<file path="src/rtl/mii_rmii_pkg.sv">
package mii_rmii_pkg;
  typedef logic [3:0] nibble_t;
  typedef logic [1:0] dibit_t;

  typedef enum logic {
    HALF_LO = 1'b0,
    HALF_HI = 1'b1
  } half_e;

  localparam dibit_t IDLE_DIBIT = 2'b00;
  localparam dibit_t ERR_DIBIT  = 2'b01;
endpackage

</file>
<file path="src/rtl/tx_slot_timer.sv">
module tx_slot_timer
  import mii_rmii_pkg::*;
#(
  parameter int SLOW_DIV = 10
) (
  input  logic clk,
  input  logic rst_n,
  input  logic slow,
  output logic take_nibble,
  output logic next_half,
  output logic txclk_q
);
  localparam int CW = (SLOW_DIV > 2) ? $clog2(SLOW_DIV) : 1;
  localparam logic [CW-1:0] SLOW_LIM = CW'(SLOW_DIV - 1);

  logic [CW-1:0] cnt_q;
  logic [CW-1:0] lim;
  half_e         half_q;
  logic          slot_end;

  always_comb begin
    lim         = slow ? SLOW_LIM : '0;
    slot_end    = (cnt_q >= lim);
    take_nibble = slot_end && (half_q == HALF_HI);
    next_half   = slot_end && (half_q == HALF_LO);
  end

  always_ff @(posedge clk) begin
    if (!rst_n) begin
      cnt_q   <= '0;
      half_q  <= HALF_HI;
      txclk_q <= 1'b0;
    end else if (slot_end) begin
      cnt_q   <= '0;
      half_q  <= (half_q == HALF_HI) ? HALF_LO : HALF_HI;
      txclk_q <= (half_q == HALF_HI);
    end else begin
      cnt_q <= cnt_q + 1'b1;
    end
  end
endmodule

</file>
<file path="src/rtl/tx_dibit_shaper.sv">
module tx_dibit_shaper
  import mii_rmii_pkg::*;
(
  input  logic    clk,
  input  logic    rst_n,
  input  logic    take_nibble,
  input  logic    next_half,
  input  logic    tx_en,
  input  nibble_t txd,
  input  logic    tx_er,
  output logic    out_en,
  output dibit_t  out_d
);
  logic   err_q;
  logic   err_n;
  dibit_t hi_q;
  dibit_t lo_n;
  dibit_t hi_n;

  always_comb begin
    err_n = tx_en && (err_q || tx_er);
    if (!tx_en) begin
      lo_n = IDLE_DIBIT;
      hi_n = IDLE_DIBIT;
    end else if (err_n) begin
      lo_n = ERR_DIBIT;
      hi_n = ERR_DIBIT;
    end else begin
      lo_n = txd[1:0];
      hi_n = txd[3:2];
    end
  end

  always_ff @(posedge clk) begin
    if (!rst_n) begin
      err_q  <= 1'b0;
      hi_q   <= IDLE_DIBIT;
      out_en <= 1'b0;
      out_d  <= IDLE_DIBIT;
    end else if (take_nibble) begin
      err_q  <= err_n;
      hi_q   <= hi_n;
      out_en <= tx_en;
      out_d  <= lo_n;
    end else if (next_half) begin
      out_d <= hi_q;
    end
  end
endmodule

</file>
<file path="src/rtl/mii_rmii_tx_bridge.sv">
module mii_rmii_tx_bridge
  import mii_rmii_pkg::*;
#(
  parameter int SLOW_DIV = 10
) (
  input  logic       clk,
  input  logic       rst_n,
  input  logic       rate_10m,
  input  logic       mii_tx_en,
  input  logic [3:0] mii_txd,
  input  logic       mii_tx_er,
  output logic       mii_tx_clk,
  output logic       rmii_tx_en,
  output logic [1:0] rmii_txd
);
  logic take_nibble;
  logic next_half;

  tx_slot_timer #(.SLOW_DIV(SLOW_DIV)) u_timer (
    .clk         (clk),
    .rst_n       (rst_n),
    .slow        (rate_10m),
    .take_nibble (take_nibble),
    .next_half   (next_half),
    .txclk_q     (mii_tx_clk)
  );

  tx_dibit_shaper u_shaper (
    .clk         (clk),
    .rst_n       (rst_n),
    .take_nibble (take_nibble),
    .next_half   (next_half),
    .tx_en       (mii_tx_en),
    .txd         (mii_txd),
    .tx_er       (mii_tx_er),
    .out_en      (rmii_tx_en),
    .out_d       (rmii_txd)
  );
endmodule

</file>
<file path="config.mk">
export PLATFORM = sky130hd
export DESIGN_NAME = mii_rmii_tx_bridge
export DESIGN_NICKNAME = d
export VERILOG_FILES = /design/src/rtl/mii_rmii_pkg.sv /design/src/rtl/tx_slot_timer.sv /design/src/rtl/tx_dibit_shaper.sv /design/src/rtl/mii_rmii_tx_bridge.sv
export SDC_FILE = /design/constraint.sdc
export NUM_CORES = 1
export LEC_CHECK = 0
export BUFFER_PORTS_ARGS = -buffer_cell sky130_fd_sc_hd__buf_4
export CORE_UTILIZATION = 25
export CTS_BUF_LIST = sky130_fd_sc_hd__clkbuf_4 sky130_fd_sc_hd__clkbuf_8 sky130_fd_sc_hd__clkbuf_16
export CTS_CLUSTER_SIZE = 40
export DETAILED_ROUTE_END_ITERATION = 8
export PLACE_DENSITY = 0.47
export SETUP_SLACK_MARGIN = 0.05
export SYNTH_ARGS = -nofsm -noshare
export SYNTH_HDL_FRONTEND = slang
export SYNTH_SLANG_ARGS = --single-unit
</file>
<file path="constraint.sdc">
create_clock -name clk -period 2.6 [get_ports clk]
set_input_delay 0 -clock clk [delete_from_list [all_inputs] [get_ports clk]]
set_output_delay 0 -clock clk [all_outputs]
set_load 0.05 [all_outputs]
</file>
-- After elaboration in Yosys (flattened, before gate mapping)
Index checks and enable logic that the tools add are counted.
- bits in registers: 12
- output and inout bits: 4
- input bits: 9
- word-level logic and storage cells: 25
- reductions and logical operators: 6
- multiplexer cells: 8
- bitwise operators: 2
- $add $sub $neg: 1
- order comparisons: 1
- operator list (cell ; number):
    2-bit 2-to-1 mux ; 6
    4-bit by 1-bit adder with 4-bit output, second input constant ; 1
    4-bit greater-or-equal comparator ; 1
    4-bit 2-to-1 mux ; 1
    1-bit logical AND ; 3
    1-bit inverter ; 2
    2-bit nonzero test ; 1
    2-bit OR reduction ; 1
    1-bit logical OR ; 1
    1-bit 2-to-1 mux ; 1

-- Logic depth before layout (Yosys ltp)
- depth after elaboration: 5
- gate-level depth with buffers: 6
- depth with buffers taken out: 5

-- By module
From an unflattened synthesis, not the netlist that was laid out.
- cells, all modules: 63
- area total of the unflattened synthesis: 595.6 µm²
- modules (own cells, without submodules) (module ; cells an instance ; instances ; area each (µm²) ; sequential area each (µm²)):
    tx_slot_timer ; 35 ; 1 ; 322.8 ; 120.1
    tx_dibit_shaper ; 28 ; 1 ; 272.8 ; 120.1

-- Least setup slack after synthesis
OpenSTA, ideal clock, no wires.
- path kind: reg-to-reg
- start point: reg u_timer.cnt_q[0]
- end point: reg u_shaper.err_q
- library setup time: 86 ps
- setup slack: 807 ps
- path buffers: 1
- stages on the path, launching flop included: 7
- clock period less this slack: 1793 ps
- data required time: 2514 ps
- arrival: 1706 ps
- cell sequence: dfxtp_1 inv_1 ha_1 or4b_1 buf_6 a31o_1 a221oi_2
- word-level cells in the longest chain between the ends: 2
- RTL lines (element ; RTL line ; source):
    from (decl) ; tx_slot_timer.sv:16 ; logic [CW-1:0] cnt_q;
    from (signal assigned) ; tx_slot_timer.sv:38 ; cnt_q <= cnt_q + 1'b1;
    4-bit greater-or-equal comparator ; tx_slot_timer.sv:23 ; slot_end = (cnt_q >= lim);
    1-bit logical AND ; tx_slot_timer.sv:24 ; take_nibble = slot_end && (half_q == HALF_HI);
    to (signal assigned) ; tx_dibit_shaper.sv:41 ; err_q <= err_n;
    to (decl) ; tx_dibit_shaper.sv:14 ; logic err_q;
No other way between the ends.
A chain may end at the register's enable or synchronous reset.

-- Worst setup path in the final report
- start point: reg u_timer.cnt_q[0]
- end point: reg u_shaper.hi_q[0]
- word-level cells in the longest chain between the ends: 2
- RTL lines (element ; RTL line ; source):
    4-bit greater-or-equal comparator ; tx_slot_timer.sv:23 ;
    1-bit logical AND ; tx_slot_timer.sv:24 ;
    to (signal assigned) ; tx_dibit_shaper.sv:42 ; hi_q <= hi_n;
    to (decl) ; tx_dibit_shaper.sv:16 ; dibit_t hi_q;
No other way between the ends.

==> key figures <==
Outcome
  – Status: finished, final reports clean

Drt
  – DRC: 0
  – Wire length per cell: 11.85 um
  – Via count: between 400 and 500
  – Final WL: between 1000 and 1500 um
  – Post-route ant nets: 0
  – Vias/cell: around 4.8
  – Initial DRC count: 3
  – Drt pass-1 iters: 2

GRT
  – GRT overflow: 0
  – Total GRT Usage: between 10% and 20%
  – Largest net degree at the start of global routing: 14
  – Initial antenna violation count: 0
  – Number of global-route vias before repair: slightly below 500
  – First-pass GRT wire length: between 2000 and 2500 um

Hold path
  – WHS Endpoint: u_shaper.hi_q[1]
  – HP Start: mii_txd[3]
  – Hold Crit Class: in -> reg
  – Hold path depth: 3

Worst setup path
  – Crit end category: register
  – Worst EP arrival: roughly 2.1 ns
  – Worst Path Required: roughly 2.8 ns
  – Max FO, Critical Path: 7
  – Reg2reg end: u_shaper.hi_q[0]
  – Crit Path Category: reg -> reg
  – Crit path cell chain: inv_1 > ha_1 > or4b_1 > a31oi_4 > mux2i_1
  – FF-to-FF setup slack: 0.67 ns
  – R2r startpoint: u_timer.cnt_q[0]
  – Slowest library cell on the worst path: or4b_1
  – CP bufs+invs: 1
  – Worst path max stage delay: between 0.6 and 0.7 ns
  – Critical Path Source Type: register
  – Reg2Reg Depth: 5
  – Top Family by Delay on Critical Path: simple AND/OR/NAND/NOR gates

Synth
  – Yosys cell types: 29
  – Post-synth ARST share: 0%
  – Post-synthesis sequential area ratio: roughly 40%
  – Syn nets: 74
  – Post-synth top flop: dfxtp_1
  – Synth Instances: 62
  – Syn avg cell area: 9.707 sq um
  – Post-synth design cell area: approximately 600 sq um
  – Ys Warns: 0
  – #FFs+latches synth: 12
  – Number of synthesized flops with an enable pin: 0

Timing
  – RSZ-0062 raised after global routing: no
  – Fin crit period: about 1.9 ns
  – Final TNS setup: 0 ns
  – Max-slew violations: 0
  – Max Clock Freq: about 520 MHz
  – Rel. slew slack: between 70% and 80%
  – Tightest Pin Transition: around 0.38 ns
  – # setup viols final: 0
  – Worst Skew: 0.01282 ns
  – Fin. Hold Viols: 0
  – Crit share post-route: around three quarters

Finish
  – Final-stage net count: 90
  – Final Core Density: around a third
  – FILL cells: between 200 and 250
  – Most frequent cells in the layout: buf_4, dfxtp_1, nand2_1
  – Final instance area: ~750 sq um
  – P&R area growth vs syn: 24.74%
  – Ant. Diodes: 0
  – Layout cells sized above 1: between 20% and 30%

Flow run
  – Max Cap Viol: 0

Clocking
  – Clock Latency Late Sink: roughly 0.28 ns
  – Num CTS Buffers: 3
  – TritonCTS clock tree: done
  – Root buf cell: clkbuf_4
  – Sink Count: 12
  – CTS Buffer Depth: 2
  – Reg clk slew, reported paths: about 0.080 ns
  – Clock H-tree levels: 1

Power
  – Leak pwr: between 0.3 and 0.4 nW
  – Pwr dens: about 550 nW/um^2
  – Worst IR Drop VDD: 0.0003154 V

Floorplan
  – Die Wd: between 50 and 60 um
  – Die Span Y: slightly above 50 um
  – Core area: about 2200 sq um
  – Site Rows: 17
  – Initial core utilization: about 27%
  – I/O pin count: 13
  – Die footprint: 2608 sq um

Placed design
  – Port buffer count: 12
  – Detail Placement HPWL: approximately 930 um
  – Cell Area, Placed: 708.2 sq um
  – Gp weighted congestion: a little over 0.7
[per-layer routing]
| metal | track usage, % | vias up | wire (um) |
|---|---|---|---|
| li1 | - | 258 | - |
| met1 | 12.63 | 232 | 581 |
| met2 | 18.20 | 7 | 587 |
| met3 | 5.357 | 2 | 46 |
| met4 | 5.556 | 0 | 17 |
| met5 | 0 | - | 0 |
[logic make-up (layout without fill, tap and decap cells)]
| logic type | count (synthesis) | count (layout) | synth area share [%] |
|---|---|---|---|
| and+or+nand+nor | 20 | 20 | 17.05 |
| buffers and inverters | 7 | 21 | 5.613 |
| adders and majority gates | 3 | 3 | 6.238 |
| DFF | 12 | 12 | 39.92 |
| AOI/OAI and AO/OA | 14 | 14 | 21.62 |
| xor gates and xnor gates | 2 | 2 | 2.911 |
| muxes | 4 | 4 | 6.653 |
[registers in the layout, indices dropped and copies added, names as in the netlist]
register,flops
u_shaper.hi_q,2
u_timer.cnt_q,4
u_shaper.err_q,1
u_shaper.out_d,2
u_shaper.out_en,1
u_timer.half_q,1
u_timer.txclk_q,1
[synthesized netlist by cell type, types with 2 or more instances]
| master | instances | area [sq um] |
|---|---|---|
| a221oi_2 | 2 | 30.03 |
| and3_1 | 2 | 12.51 |
| clkbuf_1 | 2 | 7.510 |
| dfxtp_1 | 12 | 240.2 |
| ha_1 | 3 | 37.54 |
| inv_1 | 4 | 15.01 |
| mux2i_1 | 4 | 40.04 |
| nand2_1 | 7 | 26.28 |
| nand4_1 | 2 | 12.51 |
| nor2_1 | 2 | 7.510 |
| nor2b_1 | 2 | 12.51 |
| nor3_1 | 2 | 10.01 |
| o21ai_0 | 2 | 10.01 |
[cell type report]
| type | instances | area, sq um | area share (%) |
|---|---|---|---|
| multi-input combinational | 43 | 327.8 | 43.67 |
| sequential | 12 | 240.2 | 32.00 |
| timing repair buffer | 14 | 110.1 | 14.67 |
| tap | 28 | 35.03 | 4.667 |
| clock buffer | 3 | 22.52 | 3.000 |
| inverter | 4 | 15.01 | 2.000 |
[report_power, final]
group	leakage [nW]	switching, W	internal, W
Combinational	0.212	0.0000542	0.0000400
Clock	0.0138	0.0000595	0.0000536
Sequential	0.0983	0.0000111	0.000196
[worst min-delay path: stages]
cell and delay [ns]:
buf_4 0.11, nand4_1 0.08, mux2i_1 0.06
[timing repair]
action | 4_1_cts | 5_1_grt
hold buffers | 2 | 0
resized for setup | 0 | 0
endpoints found under the hold margin | 2 | 0
buffers inserted | 0 | 0
[metrics by stage]
step	total power (W)	hold WS, ns	setup slack, ns	std cells
final	0.0004149	0.01798	0.6746	104
after global routing	0.0004363	0.04155	0.5719	104
after CTS	0.0004217	0.01255	0.6757	104
after detailed placement	0.0003041	0.2761	0.6869	99
after global placement	0.0003041	0.2701	0.7103	99
after floorplan	0.0002769	0.1388	0.8074	62
[how the worst max path moves through the flow]
stage	slack, ns	from	to	depth (start not counted)
after floorplan	0.81	u_timer.cnt_q[0]	u_shaper.err_q	6
after global placement	0.71	u_timer.cnt_q[0]	u_shaper.err_q	5
after detailed placement	0.69	u_timer.cnt_q[0]	u_shaper.err_q	5
after CTS	0.68	u_timer.cnt_q[0]	u_shaper.hi_q[0]	5
after global routing	0.57	u_timer.cnt_q[0]	u_shaper.out_en	5
final	0.67	u_timer.cnt_q[0]	u_shaper.hi_q[0]	5
(Power assumes the default switching activity.)
